### config.mk
export PLATFORM = sky130hd
export DESIGN_NAME = ucode_seq
export DESIGN_NICKNAME = d
export VERILOG_FILES = /design/src/rtl/useq_pkg.sv /design/src/rtl/useq_rom.sv /design/src/rtl/useq_dispatch.sv /design/src/rtl/useq_next.sv /design/src/rtl/ucode_seq.sv
export SDC_FILE = /design/constraint.sdc
export NUM_CORES = 1
export LEC_CHECK = 0
export CAP_MARGIN = 20
export CELL_PAD_IN_SITES_DETAIL_PLACEMENT = 1
export CELL_PAD_IN_SITES_GLOBAL_PLACEMENT = 2
export CORE_MARGIN = 1.5
export CORE_UTILIZATION = 28
export DETAILED_ROUTE_END_ITERATION = 7
export GPL_ROUTABILITY_DRIVEN = 0
export PLACE_DENSITY_LB_ADDON = 0.1
export REMOVE_ABC_BUFFERS = 1
export SETUP_SLACK_MARGIN = 0.5
export SLEW_MARGIN = 15
export SYNTH_ARGS = -nofsm -noshare
export SYNTH_HDL_FRONTEND = slang
export SYNTH_HIERARCHICAL = 1
export SYNTH_SLANG_ARGS = --single-unit
export TNS_END_PERCENT = 10
### constraint.sdc
create_clock -name clk_i -period 3.7 [get_ports clk_i]
set_input_delay 0.74 -clock clk_i [delete_from_list [all_inputs] [get_ports clk_i]]
set_output_delay 0.74 -clock clk_i [all_outputs]
set_load 0.02 [all_outputs]
### src/rtl/useq_pkg.sv
package useq_pkg;
  localparam int UPC_W = 6;
  localparam int OP_W  = 5;

  typedef logic [2:0] jmp_t;
  localparam jmp_t J_NEXT     = 3'd0;
  localparam jmp_t J_SPIN     = 3'd1;
  localparam jmp_t J_FETCH    = 3'd2;
  localparam jmp_t J_DISPATCH = 3'd3;
  localparam jmp_t J_FTRUE    = 3'd4;
  localparam jmp_t J_FFALSE   = 3'd5;

  // register selector
  localparam logic [1:0] RS_PC = 2'd0, RS_R1 = 2'd1, RS_R2 = 2'd2, RS_RD = 2'd3;
  // immediate format
  localparam logic [1:0] IM_I = 2'd0, IM_J = 2'd1, IM_B = 2'd2;
  // ALU function
  localparam logic [1:0] AO_FUNC = 2'd0, AO_ADD = 2'd1, AO_DEC4 = 2'd2, AO_INC4 = 2'd3;

  typedef struct packed {
    logic       ir_ld;
    logic       ma_ld;
    logic       a_ld;
    logic       b_ld;
    logic       reg_en;
    logic       reg_wr;
    logic [1:0] reg_sel;
    logic       imm_en;
    logic [1:0] imm_sel;
    logic       alu_en;
    logic [1:0] alu_op;
    logic       mem_en;
    logic       mem_wr;
  } ctrl_t;

  // routine entry points
  localparam int A_FETCH = 0;
  localparam int A_ALU   = 3;
  localparam int A_ALUI  = 6;
  localparam int A_LW    = 9;
  localparam int A_JAL   = 14;
  localparam int A_BR    = 17;
  localparam int A_MMA   = 23;
  localparam int A_TRAP  = 31;

  localparam logic [OP_W-1:0] OPC_ALU  = 5'b01100;
  localparam logic [OP_W-1:0] OPC_ALUI = 5'b00100;
  localparam logic [OP_W-1:0] OPC_LW   = 5'b00000;
  localparam logic [OP_W-1:0] OPC_JAL  = 5'b11011;
  localparam logic [OP_W-1:0] OPC_BR   = 5'b11000;
  localparam logic [OP_W-1:0] OPC_MMA  = 5'b00010;
endpackage

### src/rtl/useq_rom.sv
module useq_rom
  import useq_pkg::*;
#(
  parameter int UPC_W = useq_pkg::UPC_W
) (
  input  logic [UPC_W-1:0] upc_i,
  output ctrl_t            ctrl_o,
  output jmp_t             jmp_o
);
  always_comb begin
    int unsigned idx;
    ctrl_t c;
    jmp_t  j;
    idx = 32'(upc_i);
    c = '0;
    j = J_FETCH;
    case (idx)
      0:  begin c.reg_en = 1'b1; c.reg_sel = RS_PC; c.ma_ld = 1'b1; c.a_ld = 1'b1; j = J_NEXT; end
      1:  begin c.mem_en = 1'b1; c.ir_ld = 1'b1; j = J_SPIN; end
      2:  begin c.alu_en = 1'b1; c.alu_op = AO_INC4; c.reg_wr = 1'b1; c.reg_sel = RS_PC; j = J_DISPATCH; end
      // register ALU
      3:  begin c.reg_en = 1'b1; c.reg_sel = RS_R1; c.a_ld = 1'b1; j = J_NEXT; end
      4:  begin c.reg_en = 1'b1; c.reg_sel = RS_R2; c.b_ld = 1'b1; j = J_NEXT; end
      5:  begin c.alu_en = 1'b1; c.alu_op = AO_FUNC; c.reg_wr = 1'b1; c.reg_sel = RS_RD; j = J_FETCH; end
      // immediate ALU
      6:  begin c.reg_en = 1'b1; c.reg_sel = RS_R1; c.a_ld = 1'b1; j = J_NEXT; end
      7:  begin c.imm_en = 1'b1; c.imm_sel = IM_I; c.b_ld = 1'b1; j = J_NEXT; end
      8:  begin c.alu_en = 1'b1; c.alu_op = AO_FUNC; c.reg_wr = 1'b1; c.reg_sel = RS_RD; j = J_FETCH; end
      // load
      9:  begin c.reg_en = 1'b1; c.reg_sel = RS_R1; c.a_ld = 1'b1; j = J_NEXT; end
      10: begin c.imm_en = 1'b1; c.imm_sel = IM_I; c.b_ld = 1'b1; j = J_NEXT; end
      11: begin c.alu_en = 1'b1; c.alu_op = AO_ADD; c.ma_ld = 1'b1; j = J_NEXT; end
      12: begin c.mem_en = 1'b1; c.reg_wr = 1'b1; c.reg_sel = RS_RD; j = J_SPIN; end
      13: j = J_FETCH;
      // jump and link: A still holds the instruction address
      14: begin c.alu_en = 1'b1; c.alu_op = AO_INC4; c.reg_wr = 1'b1; c.reg_sel = RS_RD; j = J_NEXT; end
      15: begin c.imm_en = 1'b1; c.imm_sel = IM_J; c.b_ld = 1'b1; j = J_NEXT; end
      16: begin c.alu_en = 1'b1; c.alu_op = AO_ADD; c.reg_wr = 1'b1; c.reg_sel = RS_PC; j = J_FETCH; end
      // branch: compare while reloading A from PC
      17: begin c.reg_en = 1'b1; c.reg_sel = RS_R1; c.a_ld = 1'b1; j = J_NEXT; end
      18: begin c.reg_en = 1'b1; c.reg_sel = RS_R2; c.b_ld = 1'b1; j = J_NEXT; end
      19: begin c.reg_en = 1'b1; c.reg_sel = RS_PC; c.a_ld = 1'b1; c.alu_op = AO_FUNC; j = J_FFALSE; end
      20: begin c.alu_en = 1'b1; c.alu_op = AO_DEC4; c.a_ld = 1'b1; j = J_NEXT; end
      21: begin c.imm_en = 1'b1; c.imm_sel = IM_B; c.b_ld = 1'b1; j = J_NEXT; end
      22: begin c.alu_en = 1'b1; c.alu_op = AO_ADD; c.reg_wr = 1'b1; c.reg_sel = RS_PC; j = J_FETCH; end
      // memory-to-memory add
      23: begin c.reg_en = 1'b1; c.reg_sel = RS_R1; c.ma_ld = 1'b1; j = J_NEXT; end
      24: begin c.mem_en = 1'b1; c.a_ld = 1'b1; j = J_SPIN; end
      25: begin c.reg_en = 1'b1; c.reg_sel = RS_R2; c.ma_ld = 1'b1; j = J_NEXT; end
      26: begin c.mem_en = 1'b1; c.b_ld = 1'b1; j = J_SPIN; end
      27: begin c.reg_en = 1'b1; c.reg_sel = RS_RD; c.ma_ld = 1'b1; j = J_NEXT; end
      28: begin c.alu_en = 1'b1; c.alu_op = AO_FUNC; c.mem_en = 1'b1; c.mem_wr = 1'b1; j = J_SPIN; end
      29: j = J_FETCH;
      default: begin c = '0; j = J_FETCH; end
    endcase
    ctrl_o = c;
    jmp_o  = j;
  end
endmodule

### src/rtl/useq_dispatch.sv
module useq_dispatch
  import useq_pkg::*;
#(
  parameter int OP_W  = useq_pkg::OP_W,
  parameter int UPC_W = useq_pkg::UPC_W
) (
  input  logic [OP_W-1:0]  opcode_i,
  output logic [UPC_W-1:0] tgt_o,
  output logic             known_o
);
  always_comb begin
    known_o = 1'b1;
    case (opcode_i)
      OPC_ALU:  tgt_o = UPC_W'(A_ALU);
      OPC_ALUI: tgt_o = UPC_W'(A_ALUI);
      OPC_LW:   tgt_o = UPC_W'(A_LW);
      OPC_JAL:  tgt_o = UPC_W'(A_JAL);
      OPC_BR:   tgt_o = UPC_W'(A_BR);
      OPC_MMA:  tgt_o = UPC_W'(A_MMA);
      default: begin
        tgt_o   = UPC_W'(A_TRAP);
        known_o = 1'b0;
      end
    endcase
  end
endmodule

### src/rtl/useq_next.sv
module useq_next
  import useq_pkg::*;
#(
  parameter int UPC_W = useq_pkg::UPC_W
) (
  input  logic [UPC_W-1:0] upc_i,
  input  jmp_t             jmp_i,
  input  logic [UPC_W-1:0] disp_i,
  input  logic             busy_i,
  input  logic             cond_i,
  input  logic             halt_i,
  output logic [UPC_W-1:0] upc_o
);
  localparam logic [UPC_W-1:0] FETCH0 = UPC_W'(A_FETCH);

  logic [UPC_W-1:0] inc;
  assign inc = upc_i + UPC_W'(1);

  always_comb begin
    case (jmp_i)
      J_NEXT:     upc_o = inc;
      J_SPIN:     upc_o = busy_i ? upc_i : inc;
      J_DISPATCH: upc_o = disp_i;
      J_FTRUE:    upc_o = cond_i ? FETCH0 : inc;
      J_FFALSE:   upc_o = cond_i ? inc : FETCH0;
      default:    upc_o = FETCH0; // fetch and the two spare codes
    endcase
    if (halt_i) upc_o = upc_i;
  end
endmodule

### src/rtl/ucode_seq.sv
module ucode_seq
  import useq_pkg::*;
#(
  parameter int UPC_W = useq_pkg::UPC_W,
  parameter int OP_W  = useq_pkg::OP_W
) (
  input  logic                       clk_i,
  input  logic                       rst_ni,
  input  logic [OP_W-1:0]            opcode_i,
  input  logic                       busy_i,
  input  logic                       cond_i,
  output logic [UPC_W-1:0]           upc_o,
  output logic [$bits(ctrl_t)-1:0]   ctrl_o,
  output logic                       trap_o
);
  localparam logic [UPC_W-1:0] TRAP_UPC = UPC_W'(A_TRAP);

  logic [UPC_W-1:0] upc_q, upc_d, disp_tgt;
  logic             disp_known;
  ctrl_t            ctrl;
  jmp_t             jmp;

  useq_rom #(.UPC_W(UPC_W)) u_rom (
    .upc_i (upc_q),
    .ctrl_o(ctrl),
    .jmp_o (jmp)
  );

  useq_dispatch #(.OP_W(OP_W), .UPC_W(UPC_W)) u_disp (
    .opcode_i(opcode_i),
    .tgt_o   (disp_tgt),
    .known_o (disp_known)
  );

  useq_next #(.UPC_W(UPC_W)) u_next (
    .upc_i (upc_q),
    .jmp_i (jmp),
    .disp_i(disp_tgt),
    .busy_i(busy_i),
    .cond_i(cond_i),
    .halt_i(trap_o),
    .upc_o (upc_d)
  );

  always_ff @(posedge clk_i or negedge rst_ni) begin
    if (!rst_ni) upc_q <= UPC_W'(A_FETCH);
    else         upc_q <= upc_d;
  end

  assign upc_o  = upc_q;
  assign ctrl_o = ctrl;
  assign trap_o = (upc_q == TRAP_UPC);

  assert_next_inc_R2: assert property (@(posedge clk_i) disable iff (!rst_ni)
    (jmp == J_NEXT && !trap_o) |=> upc_q == $past(upc_q) + UPC_W'(1));

  assert_spin_hold_R3: assert property (@(posedge clk_i) disable iff (!rst_ni)
    (jmp == J_SPIN && busy_i) |=> $stable(upc_q));

  assert_undef_trap_R4: assert property (@(posedge clk_i) disable iff (!rst_ni)
    (jmp == J_DISPATCH && !disp_known) |=> trap_o);

  assert_br_not_taken_R8: assert property (@(posedge clk_i) disable iff (!rst_ni)
    (jmp == J_FFALSE && !cond_i && !trap_o) |=> upc_q == UPC_W'(A_FETCH));

  assert_trap_halt_R10: assert property (@(posedge clk_i) disable iff (!rst_ni)
    trap_o |=> trap_o && $stable(upc_q));

  assert_one_driver_R11: assert property (@(posedge clk_i) disable iff (!rst_ni)
    $onehot0({ctrl.reg_en, ctrl.imm_en, ctrl.alu_en, ctrl.mem_en & ~ctrl.mem_wr}));
endmodule

# After elaboration in Yosys (flattened, before gate mapping)
# Index checks and enable logic that the tools add are counted.
[word_totals] word_cells=77 ff_bits=6
[op_classes] n_eq_ne=38 bitwise_logic=1 n_mux=18 n_addsub=1 n_reduce_logical=18
[op_table] operator="$eq A6 B5 Y1 const B" n=14
[op_table] operator="$eq A6 B4 Y1 const B" n=7
[op_table] operator="$pmux W5 S6" n=1
[op_table] operator="$pmux W6 S5" n=1
[op_table] operator="$eq A6 B3 Y1 const B" n=4
[op_table] operator="$reduce_or A5 Y1" n=4
[op_table] operator="$mux W6" n=3
[op_table] operator="$reduce_or A17 Y1" n=1
[op_table] operator="$reduce_or A7 Y1" n=2
[op_table] operator="$eq A6 B2 Y1 const B" n=2
[op_table] operator="$pmux W2 S3" n=2
[op_table] operator="$pmux W3 S4" n=1
[op_table] operator="$reduce_or A11 Y1" n=1
[op_table] operator="$eq A5 B5 Y1 const B" n=2
[op_table] operator="$mux W1" n=9
[op_table] operator="$pmux W3 S3" n=1
[op_table] operator="$reduce_or A9 Y1" n=1
[op_table] operator="$reduce_or A8 Y1" n=1
[op_table] operator="$add A6 B1 Y6 const B" n=1
[op_table] operator="$eq A3 B3 Y1 const B" n=2
[op_table] operator="$eq A6 B1 Y1 const B" n=1
[op_table] operator="$logic_not A6 Y1" n=1
[op_table] operator="$reduce_or A3 Y1" n=2
[op_table] operator="$eq A5 B2 Y1 const B" n=1
[op_table] operator="10 further kinds" n=11

# Longest topological paths before layout
[logic_depth] depth_word=6 depth_mapped=11 mapped_depth_nobuf=8

# Cells and area by module
# Netlist, hierarchy kept.
[by_module_without_submodules] module="useq_rom" area_per_inst_um2=777.0 instances=1 cells_each=121
[by_module_without_submodules] module="useq_next" area_per_inst_um2=314.1 instances=1 cells_each=45
[by_module_without_submodules] module="useq_dispatch" area_per_inst_um2=182.7 instances=1 cells_each=27
[by_module_without_submodules] module="ucode_seq" area_per_inst_um2=168.9 instances=1 cells_each=8

# Least setup slack after synthesis
# OpenSTA, ideal clock, no wires.
[synth_timing] path_type="register to register" from="register upc_q[3] (netlist: upc_o[3])" to="register upc_q[5] (netlist: upc_o[5])" slack_ns=0.876 synth_period_minus_slack_ns=2.824 path_buffers=3 stages_incl_launch_ff=9 arrival_ns=2.755 setup_time_ns=0.069 required_ns=3.631 path_cell_list="dfrtp_1 > buf_4 > buf_6 > buf_6 > o41ai_1 > xor2_1 > a2111o_1 > or3_1 > nand3_1"
[synth_via] elab_chain_len=6
[synth_rtl] element="start: declaration" line="ucode_seq.sv:18" text="logic [UPC_W-1:0] upc_q, upc_d, disp_tgt;"
[synth_rtl] element="start signal: assignment" line="ucode_seq.sv:46" text="if (!rst_ni) upc_q <= UPC_W'(A_FETCH);"
[synth_rtl] element="start signal: assignment" line="ucode_seq.sv:47" text="else upc_q <= upc_d;"
[synth_rtl] element="$eq A6 B4 Y1, or another cell as far along" line="useq_rom.sv:17" text="case (idx)"
[synth_rtl] element="$reduce_or A17 Y1 (no line) or $reduce_or A5 Y1 (tied branches)"
[synth_rtl] element="$pmux W3 S4 *" line="useq_rom.sv:17"
[synth_rtl] element="via jmp[0]" line="ucode_seq.sv:21" text="jmp_t jmp;"
[synth_rtl] element="$eq A3 B1 Y1" line="useq_next.sv:20" text="case (jmp_i)"
[synth_rtl] element="$ne A2 B2 Y1 (no line)"
[synth_rtl] element="$reduce_and A2 Y1 (no line)"
# The timed path passes the listed nets; every way through them passes the cells marked *. The select of a mux whose other input is x is not followed.
# A chain may end at the register's enable or synchronous reset.

# Worst setup path after layout
[layout_timing] from="register upc_q[0] (netlist: upc_o[0])" to="output ctrl_o[11]"
[layout_via] elab_chain_len=3
[layout_rtl] element="$eq A6 B2 Y1, or another cell as far along" line="useq_rom.sv:17"
[layout_rtl] element="$reduce_or A11 Y1 (no line) *"
[layout_rtl] element="$mux W1 *" line="useq_rom.sv:17"
[layout_rtl] element="end: declaration" line="ucode_seq.sv:13" text="output logic [$bits(ctrl_t)-1:0] ctrl_o,"
# Mark *: on every way between the ends. The rest lies on a longest branch, timed or not.

==> flow_summary.json <==
{
  "outcome": "completed",
  "insertedDiodeCount": 0,
  "postCtsSetupRepairBufs": 0,
  "grt_pass1_wl_um": 8040,
  "viasPerCell": 5.57,
  "netlist_area_um2": 1420,
  "largest_register_ffs": 6,
  "numCtsBuffers": 3,
  "largest_net_degree_at_the_start_of_global_routing": 38,
  "io_buffers": 31,
  "setup_total_negative_slack_ps": 0,
  "drcViolationCount": 0,
  "fin_crit_sh": 0.836,
  "drt_pre_antenna_iters": 6,
  "die_area_um2": 5500,
  "clock-sinks": 6,
  "slew_headroom": 0.445,
  "top_level_ports": 32,
  "timing.fmax_mhz": 323,
  "syn_inst": 197,
  "clk_pin_slew_worst_paths_ps": 40,
  "clkLatencyLatePin_ps": 220,
  "core_area_um2": 4790,
  "peakVddDrop_uv": 306,
  "worstRegToRegCells": 6,
  "dp_hpwl_um": 3680,
  "post-place-cells": 283,
  "routedWlPerCell_um": 17.0,
  "grt_setup_unrepaired": "yes",
  "crit_required_ps": 2960,
  "timing_max_transition_violations_final": 0,
  "finalCriticalPeriod_ps": 3090,
  "setup.worst_path.start_class": "flip-flop",
  "number_of_antenna_violations_at_the_first_check_in_global_routing": 0,
  "drtAntennaViolNets": 0,
  "cts_tree": "yes",
  "power.leakage_nw": 0.662,
  "area.growth.synth_to_final_pct": 26.1,
  "worstSetupPathType": "flip-flop to primary output",
  "setup.reg_to_reg.worst_slack_ps": 910,
  "setup_violations": 0,
  "clock-skew-final_ps": 4.10,
  "r2r-start": "upc_o[2]",
  "globalRoute.totalOverflow": 0,
  "route.vias.total": 1593,
  "clk_root_buffer_cell": "sky130_fd_sc_hd__clkbuf_8",
  "chipWidth_um": 74.2,
  "drive_above_1_share": 0.151,
  "die_height_um": 74.2,
  "final_cell_count_no_fill": 286,
  "vias_in_the_first_global_route": 1630,
  "timing.max_cap.violations": 0,
  "hold_viol_final": 0,
  "routed_wirelength_um": 4860,
  "cts_max_level": 1,
  "initial_core_util": 0.296,
  "grt_util_all_layers": 0.185,
  "dr.first_iter.drc_count": 92,
  "end_kind": "primary output",
  "total_of_warnings_raised_by_yosys": 6,
  "cp.arrival_ps": 2350,
  "rows": 25,
  "timing.critical_path.fanout_max": 17,
  "fin_nets": 231,
  "regToRegEndpoint": "upc_o[5]",
  "hp-class": "input port to async pin",
  "clock_path_buffers": 2,
  "syn-mean-instance-area_um2": 7.20,
  "p_per_area_nw_per_um2": 1000,
  "worst_pin_slew_ps": 822
}
==> worst max path at each step <==
stage              from          to  slack (ps)  depth (start not counted)
3_3_place_gp   upc_o[2]   ctrl_o[2]         700                          6
2_1_floorplan  upc_o[4]    upc_o[5]         580                          6
4_1_cts        upc_o[3]  ctrl_o[11]         480                          6
5_1_grt        upc_o[1]   ctrl_o[8]         460                          6
6_report       upc_o[0]  ctrl_o[11]         610                          6
3_5_place_dp   upc_o[0]  ctrl_o[11]         670                          6
==> metal layers <==
| layer | global-route usage | up-vias | routed length (um) | part of all wire |
|---|---|---|---|---|
| met4 | 0.0679 | 0 | 76 | 0.016 |
| li1 | - | 783 | - | - |
| met5 | 0 | - | 0 | 0 |
| met2 | 0.286 | 37 | 2180 | 0.45 |
| met1 | 0.268 | 765 | 2490 | 0.51 |
| met3 | 0.0149 | 8 | 116 | 0.024 |
==> placed cells by master (no fill, tap or decap), drive strengths merged, types with 5 or more instances in the layout <==
| cell type | n |
|---|---|
| nor2b | 6 |
| o21ai | 13 |
| nand2b | 7 |
| buf | 12 |
| a21oi | 9 |
| a31oi | 5 |
| a22oi | 10 |
| clkdlybuf4s50 | 31 |
| nand3 | 9 |
| dfrtp | 6 |
| inv | 7 |
| nor3 | 5 |
| nand2 | 10 |
| nor2 | 21 |
==> stage by stage <==
step | instance area, um^2 | utilization | hold slack (ps) | power [W] | setup WS, ps
floorplan | 1240 | - | 444 | 0.00110 | 580
global placement | 1740 | 0.364 | 787 | 0.00165 | 705
detailed placement | 1740 | 0.364 | 784 | 0.00168 | 670
CTS | 1790 | 0.373 | 764 | 0.00179 | 480
global route | 1790 | 0.374 | 770 | 0.00195 | 458
finish | 1790 | 0.374 | 755 | 0.00180 | 606
==> power breakdown <==
part	switching, W	internal, W	total [W]	leakage, nW
Combinational	0.000840	0.000653	0.00149	0.569
Clock	0.0000277	0.0000698	0.0000976	0.0216
Sequential	0.000106	0.0000988	0.000205	0.0719
Total	0.000974	0.000822	0.00180	0.662
==> final cells by class <==
class	count	area, um^2
tap	67	83.8
inverter	7	26.3
fill	614	3000
multi-input combinational	160	1070
sequential	6	155
clock buffer	3	41.3
timing repair buffer	43	413
==> critical path: stages, from the launching register on <==
cell                              delay (ps)
sky130_fd_sc_hd__dfrtp_2                 550
sky130_fd_sc_hd__buf_4                   240
sky130_fd_sc_hd__nor2b_1                 220
sky130_fd_sc_hd__o21ai_1                 130
sky130_fd_sc_hd__a21o_1                  210
sky130_fd_sc_hd__a31oi_1                 150
sky130_fd_sc_hd__clkdlybuf4s50_1         630
==> repair_timing <==
| action | 4_1_cts | 5_1_grt |
|---|---|---|
| endpoints found under the setup margin | 4 | 8 |
| gates resized for setup | 2 | 2 |
| hold buffers | 0 | 0 |
Note: power is estimated with default switching activity, not from simulation.
